$ cat src/rtl/irqx_pkg.sv
package irqx_pkg;
  localparam int ADDR_W = 8;
  // Register byte offsets
  localparam logic [ADDR_W-1:0] OFF_PEND  = 8'h16;
  localparam logic [ADDR_W-1:0] OFF_LEVEL = 8'h18;
  localparam logic [ADDR_W-1:0] OFF_ENSET = 8'h1A;
  localparam logic [ADDR_W-1:0] OFF_ENCLR = 8'h1C;
endpackage

$ cat src/rtl/irqx_sync.sv
module irqx_sync #(
  parameter int W      = 16,
  parameter int STAGES = 2
) (
  input  logic         clk,
  input  logic         rst_n,
  input  logic [W-1:0] d,
  output logic [W-1:0] q
);
  logic [STAGES-1:0][W-1:0] pipe_q;
  logic [STAGES-1:0][W-1:0] pipe_n;

  always_comb begin
    pipe_n = {pipe_q[STAGES-2:0], d};
  end

  always_ff @(posedge clk or negedge rst_n) begin
    if (!rst_n) pipe_q <= '0;
    else        pipe_q <= pipe_n;
  end

  assign q = pipe_q[STAGES-1];
endmodule

$ cat src/rtl/irqx_core.sv
module irqx_core #(
  parameter int W = 16
) (
  input  logic         clk,
  input  logic         rst_n,
  input  logic [W-1:0] lvl,
  input  logic [W-1:0] pend_clr,
  input  logic [W-1:0] en_set,
  input  logic [W-1:0] en_clr,
  output logic [W-1:0] pend,
  output logic [W-1:0] en
);
  logic [W-1:0] pend_q, pend_n;
  logic [W-1:0] en_q, en_n;
  logic         pend_ce, en_ce;

  always_comb begin
    pend_ce = (|lvl) | (|pend_clr);
    pend_n  = (pend_q & ~pend_clr) | lvl;
    en_ce   = (|en_set) | (|en_clr);
    en_n    = (en_q | en_set) & ~en_clr;
  end

  always_ff @(posedge clk or negedge rst_n) begin
    if (!rst_n) begin
      pend_q <= '0;
      en_q   <= '0;
    end else begin
      if (pend_ce) pend_q <= pend_n;
      if (en_ce)   en_q   <= en_n;
    end
  end

  assign pend = pend_q;
  assign en   = en_q;


  pend_rise_chk: assert property (@(posedge clk) disable iff (!rst_n)
    ((pend_q & ~$past(pend_q) & ~$past(lvl)) == '0));


  pend_clear_chk: assert property (@(posedge clk) disable iff (!rst_n)
    (($past(pend_clr) & ~$past(lvl) & pend_q) == '0));


  en_clr_wins_chk: assert property (@(posedge clk) disable iff (!rst_n)
    (($past(en_clr) & en_q) == '0));


  en_set_chk: assert property (@(posedge clk) disable iff (!rst_n)
    (($past(en_set) & ~$past(en_clr) & ~en_q) == '0));
endmodule

$ cat src/rtl/irqx_regif.sv
module irqx_regif
  import irqx_pkg::*;
#(
  parameter int W = 16
) (
  input  logic              clk,
  input  logic              rst_n,
  input  logic [ADDR_W-1:0] addr,
  input  logic              wr_en,
  input  logic [W-1:0]      wdata,
  input  logic              rd_en,
  input  logic [W-1:0]      pend,
  input  logic [W-1:0]      lvl,
  input  logic [W-1:0]      en,
  output logic [W-1:0]      pend_clr,
  output logic [W-1:0]      en_set,
  output logic [W-1:0]      en_clr,
  output logic [W-1:0]      rdata
);
  logic [W-1:0] rd_mux;
  logic [W-1:0] rdata_q, rdata_n;

  always_comb begin
    pend_clr = (wr_en && addr == OFF_PEND)  ? wdata : '0;
    en_set   = (wr_en && addr == OFF_ENSET) ? wdata : '0;
    en_clr   = (wr_en && addr == OFF_ENCLR) ? wdata : '0;
    case (addr)
      OFF_PEND:  rd_mux = pend;
      OFF_LEVEL: rd_mux = lvl;
      OFF_ENSET: rd_mux = en;
      default:   rd_mux = '0;
    endcase
    rdata_n = rd_en ? rd_mux : '0;
  end

  always_ff @(posedge clk or negedge rst_n) begin
    if (!rst_n) rdata_q <= '0;
    else        rdata_q <= rdata_n;
  end

  assign rdata = rdata_q;


  rdata_idle_chk: assert property (@(posedge clk) disable iff (!rst_n)
    !rd_en |=> (rdata == '0));


  rdata_unmapped_chk: assert property (@(posedge clk) disable iff (!rst_n)
    (rd_en && addr != OFF_PEND && addr != OFF_LEVEL && addr != OFF_ENSET)
      |=> (rdata == '0));
endmodule

$ cat src/rtl/irqx_expander.sv
module irqx_expander
  import irqx_pkg::*;
#(
  parameter int W = 16
) (
  input  logic              clk,
  input  logic              rst_n,
  input  logic [W-1:0]      irq_in,
  input  logic [ADDR_W-1:0] addr,
  input  logic              wr_en,
  input  logic [W-1:0]      wdata,
  input  logic              rd_en,
  output logic [W-1:0]      rdata,
  output logic              irq_out
);
  logic [1:0]   rst_pipe_q;
  logic         core_rst_n;
  logic [W-1:0] lvl, pend, en, pend_clr, en_set, en_clr;

  always_ff @(posedge clk or negedge rst_n) begin
    if (!rst_n) rst_pipe_q <= '0;
    else        rst_pipe_q <= {rst_pipe_q[0], 1'b1};
  end
  assign core_rst_n = rst_pipe_q[1];

  irqx_sync #(.W(W), .STAGES(2)) u_sync (
    .clk(clk), .rst_n(core_rst_n), .d(irq_in), .q(lvl)
  );

  irqx_core #(.W(W)) u_core (
    .clk(clk), .rst_n(core_rst_n), .lvl(lvl),
    .pend_clr(pend_clr), .en_set(en_set), .en_clr(en_clr),
    .pend(pend), .en(en)
  );

  irqx_regif #(.W(W)) u_regif (
    .clk(clk), .rst_n(core_rst_n), .addr(addr), .wr_en(wr_en),
    .wdata(wdata), .rd_en(rd_en), .pend(pend), .lvl(lvl), .en(en),
    .pend_clr(pend_clr), .en_set(en_set), .en_clr(en_clr), .rdata(rdata)
  );

  assign irq_out = |(pend & en);


  irq_fall_chk: assert property (@(posedge clk) disable iff (!core_rst_n)
    $fell(irq_out) |-> $past(wr_en));


  irq_masked_chk: assert property (@(posedge clk) disable iff (!core_rst_n)
    (en == '0) |-> !irq_out);
endmodule

$ cat config.mk
export PLATFORM = sky130hd
export DESIGN_NAME = irqx_expander
export DESIGN_NICKNAME = d
export VERILOG_FILES = /design/src/rtl/irqx_pkg.sv /design/src/rtl/irqx_sync.sv /design/src/rtl/irqx_core.sv /design/src/rtl/irqx_regif.sv /design/src/rtl/irqx_expander.sv
export SDC_FILE = /design/constraint.sdc
export NUM_CORES = 1
export LEC_CHECK = 0
export BUFFER_PORTS_ARGS = -buffer_cell sky130_fd_sc_hd__buf_2
export CORE_AREA = 4 4 133 103
export CTS_BUF_LIST = sky130_fd_sc_hd__clkbuf_2 sky130_fd_sc_hd__clkbuf_4 sky130_fd_sc_hd__clkbuf_8
export DETAILED_ROUTE_END_ITERATION = 10
export DIE_AREA = 0 0 137 107
export GPL_TIMING_DRIVEN = 0
export PLACE_DENSITY = 0.45
export REMOVE_ABC_BUFFERS = 1
export SLEW_MARGIN = 20
export SYNTH_ARGS = -nofsm -noshare
export SYNTH_HDL_FRONTEND = slang
export SYNTH_SLANG_ARGS = --single-unit
$ cat constraint.sdc
create_clock -name clk -period 3 [get_ports clk]
set_input_delay 0.45 -clock clk [delete_from_list [all_inputs] [get_ports clk]]
set_output_delay 0.45 -clock clk [all_outputs]
set_load 0.01 [all_outputs]
==> results <==
- The flow ran to the end, and the final reports show no timing, DRC or antenna violations.
- Once the clock tree was built, the setup fixing pass inserted 0 buffers.
- The highest clock rate is 0.408 GHz.
- The cell with the biggest individual delay on the critical path is sky130_fd_sc_hd__nor2b_2.
- For this run, asynchronously set or reset flops after synthesis account for 1.00.
- VDD sags by at most 0.219 mV.
- The via count of the first global-routing pass was 2,616.
- Entering global routing, the biggest net connects 50 pins.
- The leakage power is 1.86 nW.
- Relative to the synthesized area, the layout overhead comes to 18.6%.
- The library cells used most frequently in the layout, excluding fill and tap cells, are sky130_fd_sc_hd__dfrtp_1 (81), sky130_fd_sc_hd__buf_2 (60), sky130_fd_sc_hd__and3b_1 (32), sky130_fd_sc_hd__a21oi_2 (20), sky130_fd_sc_hd__nand4_1 (17).
- The initial antenna violation count is 0.
- The total negative slack is 0 ns.
- The clock sink count is 82.
- Synthesis produced a netlist whose cell count is 290.
- The maximum clock insertion buffer count is 2.
- Yosys mapped a number of flops with a built-in enable equal to 0.
- Data on the critical path arrives at its endpoint at 2.71 ns.
- The initial core utilization is 0.298.
- The relative contribution of combinational cells to total power is 0.076.
- In this run, the number of DRC markers left after iteration 0 of detailed routing was 129.
- The latest clock arrival within the worst-skew pair is 0.36 ns.
- Together, buffers and inverters on the worst path number 1.
- The portion of netlist area occupied by mux cells is 0.
- The number of remaining DRC errors is 0.
- The total inserted antenna cells is 0.
- The minimum period implied by the final worst setup slack is 2.45 ns.
- The largest delay contributor family on the critical path is simple AND/OR/NAND/NOR gates.
- The part of the total power dissipated in sequential elements is 0.479.
- The share of the Yosys chip area taken by registers is 0.561.
- Of the total synthesized cell area, the portion taken by full adders, half adders and majority gates is 0.
- The routed via count is 2,584.
- The floorplan step defined a core boundary enclosing 12,300 um^2.
- The worst setup path is of the input port to register kind.
- The count of pins on the block boundary is 61.
- The number of warning messages in the yosys log is 0.
- In this run the core area contains 35 standard-cell rows.
- Max-cap violations in this run came to 0.
- Dividing the detail-routed wire length by the instance count gives 18.3 um.
- The largest family of logic cells by synthesized area is compound AO/OA/AOI/OAI gates.
- Setup violations remaining at the end of the flow were counted as 0.
- In this design, the stage delay of the slowest critical-path cell is 0.90 ns.
- STA classifies the critical path startpoint as an input port.
- Traced cell by cell, the critical path runs through buf_2 -> nor2b_2 -> o2111ai_4 -> a21oi_1.
- After clock tree synthesis, the clock-pin slew on the worst setup and hold paths is 0.09 ns.
- The final layout contains 384 nets.
- The headroom to the max-slew limit is 0.309.
- The number of failing hold endpoints at the final stage is 0.
- Once detailed placement completed, the half-perimeter wirelength came to 5670 um.
- The worst endpoint required time is 3.26 ns.
- CTS built an H-tree with a depth of 3.
- In the global route stage, overall resource usage came out at 0.136.
- The number of nets with antenna violations after detailed routing is 0.
- The path class of the lowest-slack min-delay path is input port to register.
- From bottom edge to top edge, the die measures 107 um.
- The critical-path maximum fanout is 37.
- The library cell used most frequently in the layout, excluding fill and tap cells, is sky130_fd_sc_hd__dfrtp_1.
- The worst setup path is captured at a register.
- The portion of the clock cycle consumed by the worst path in the final layout is 0.816.
- On the final layout, the worst clock skew is 0.00733 ns.
- The share of the synthesized area in compound gates (AO/OA/AOI/OAI) is 0.194.
- The number of inserted filler cells in the final layout is 1,254.
- Of the total synthesized cell area, the portion taken by XOR and XNOR cells is 0.
- The first global-routing pass estimated 15,100 um of wire.
- The number of distinct library cells after synthesis is 29.
- Clock tree synthesis inserted a total of 9 buffers.
- The mean post-synth cell area is 12.6 um^2.
- The depth of the most critical reg-to-reg path is 3.
- The global placement routability congestion is 0.718.
- The switching part of the total is 0.229.
- For the pin with the worst max-slew slack, the measured transition is 1.04 ns.
- In the final layout, the multi-input gates occupy 1410 um^2.
- The final-report max-slew violation count came to 0.
- In this run the power density over the cells is 561 nW/um^2.
- The clock power share is 0.445.
- After synthesis the netlist holds a flip-flop and latch count of 82.
- In the routed layout, each cell is associated on average with a via count of 5.06.
- The internal portion of total power is 1.88 mW.
- The analysis attributes to net switching a power of 0.558 mW.
- The width of the die is 137 um.
- The total overflow left after global routing is 0.
- The synthesized netlist occupies a cell area of 3660 um^2.
- The fraction of final layout cells sized beyond drive strength 1 is 0.316.
- After clock tree synthesis, the repair step resized 0 gates.
- The clock tree from TritonCTS is done.
- The minimum setup slack in the final design is 0.551 ns.
- Hold is met by 0.184 ns.
- Clock tree synthesis selected as its root buffer the cell sky130_fd_sc_hd__clkbuf_8.
- Summing all flip-flop and latch instances after layout gives 2060 um^2.
- The most common flop cell mapped by yosys is sky130_fd_sc_hd__dfrtp_1.
- The worst hold path stage count is 1.
- Port buffering added 60 buffers.
- For this run, the detailed router's first-pass iteration total came to 4.
- The worst slack at placement is 0.142 ns.
- The critical path runs through a total of 4 cells.
- Of the total synthesized cell area, the portion taken by AND, OR, NAND and NOR gates is 0.190.
- Setup repair after global routing left no endpoint under its margin.
- The area of the die is 14,700 um^2.
- The routed wire length is 9370 um.
==> cell usage after synthesis (all sizes together) (4+ instances only) <==
| master | number | area [um^2] |
|---|---|---|
| and2 | 16 | 100 |
| a22o | 4 | 35.0 |
| nand3 | 15 | 75.1 |
| and3b | 34 | 300 |
| a21o | 16 | 120 |
| a221oi | 4 | 35.0 |
| clkbuf | 8 | 31.3 |
| dfrtp | 82 | 2050 |
| o211ai | 15 | 113 |
| buf | 19 | 164 |
| a21oi | 32 | 235 |
| nand4 | 17 | 106 |
| a41oi | 16 | 140 |
==> power groups by stage <==
stage / Sequential, mW / Combinational [mW] / Clock [mW]
finish: 1.17 / 0.186 / 1.08
global route: 1.17 / 0.207 / 1.17
CTS: 1.17 / 0.187 / 1.12
detailed placement: 1.19 / 0.185 / 0
global placement: 1.20 / 0.163 / 0
floorplan: 1.19 / 0.0803 / 0
==> worst register-to-register path: cells and delay by family (launching register included) <==
kind / cells / cell delay (ns)
AO/OA/AOI/OAI: 2 / 0.30
flip-flops: 1 / 0.41
AND/OR/NAND/NOR: 1 / 0.18
==> stage by stage <==
step	util	area (um^2)	std cells	total power, mW
5_1_grt	0.354	4340	511	2.55
6_report	0.354	4340	511	2.43
4_1_cts	0.352	4310	509	2.47
3_5_place_dp	0.329	4030	492	1.37
3_3_place_gp	0.324	3970	489	1.36
2_1_floorplan	-	3460	263	1.27
==> worst paths after layout <==
check / start / endpoint / slack [ns]
min in group asynchronous: rst_pipe_q[1]$_DFF_PN0_ / u_core.pend[13]$_DFFE_PN0P_ / 0.29
worst min-delay path: irq_in[13] / u_sync.pipe_n[29]$_DFF_PN0_ / 0.18
worst max register to register: u_core.pend[3]$_DFFE_PN0P_ / u_regif.rdata[3]$_DFF_PN0_ / 1.96
worst min register to register: rst_pipe_q[1]$_DFF_PN0_ / u_core.pend[13]$_DFFE_PN0P_ / 0.29
max in group asynchronous: rst_pipe_q[1]$_DFF_PN0_ / u_sync.q[0]$_DFF_PN0_ / 2.10
worst max-delay path: addr[3] / u_regif.rdata[0]$_DFF_PN0_ / 0.55
==> area by class of cell <==
cell class                 instances  area share
timing repair buffer              66      0.0900
sequential                        82       0.474
clock inverter                     6      0.0314
multi-input combinational        181       0.325
clock buffer                      10      0.0317
tap                              166      0.0479
==> per-layer routing <==
metal / track usage / up-vias / routed length (um) / part of all wire
met5: 0 / - / 0 / 0
met4: 0.0313 / 0 / 72 / 0.0077
met3: 0.0399 / 9 / 485 / 0.052
met2: 0.188 / 57 / 4050 / 0.43
met1: 0.206 / 1321 / 4760 / 0.51
li1: - / 1197 / - / -
==> what timing repair did <==
action | 4_1_cts | 5_1_grt
hold endpoints to repair | 2 | 0
hold buffers | 1 | 0
setup endpoints to repair | 0 | 0
==> cells by family (layout without fill, tap and decap cells) <==
family / count (synthesis) / in the layout
buffers and inverters: 27 / 82
DFF: 82 / 82
other: 1 / 1
and+or+nand+nor: 91 / 91
AOI/OAI and AO/OA: 89 / 89
==> sequential cells by signal, summed over array words and instances, names as in the netlist <==
signal / count
u_core.en: 16
u_core.pend: 16
u_regif.rdata: 16
u_sync.pipe_n: 16
u_sync.q: 16
rst_pipe_q: 2
(Power assumes the default switching activity.)
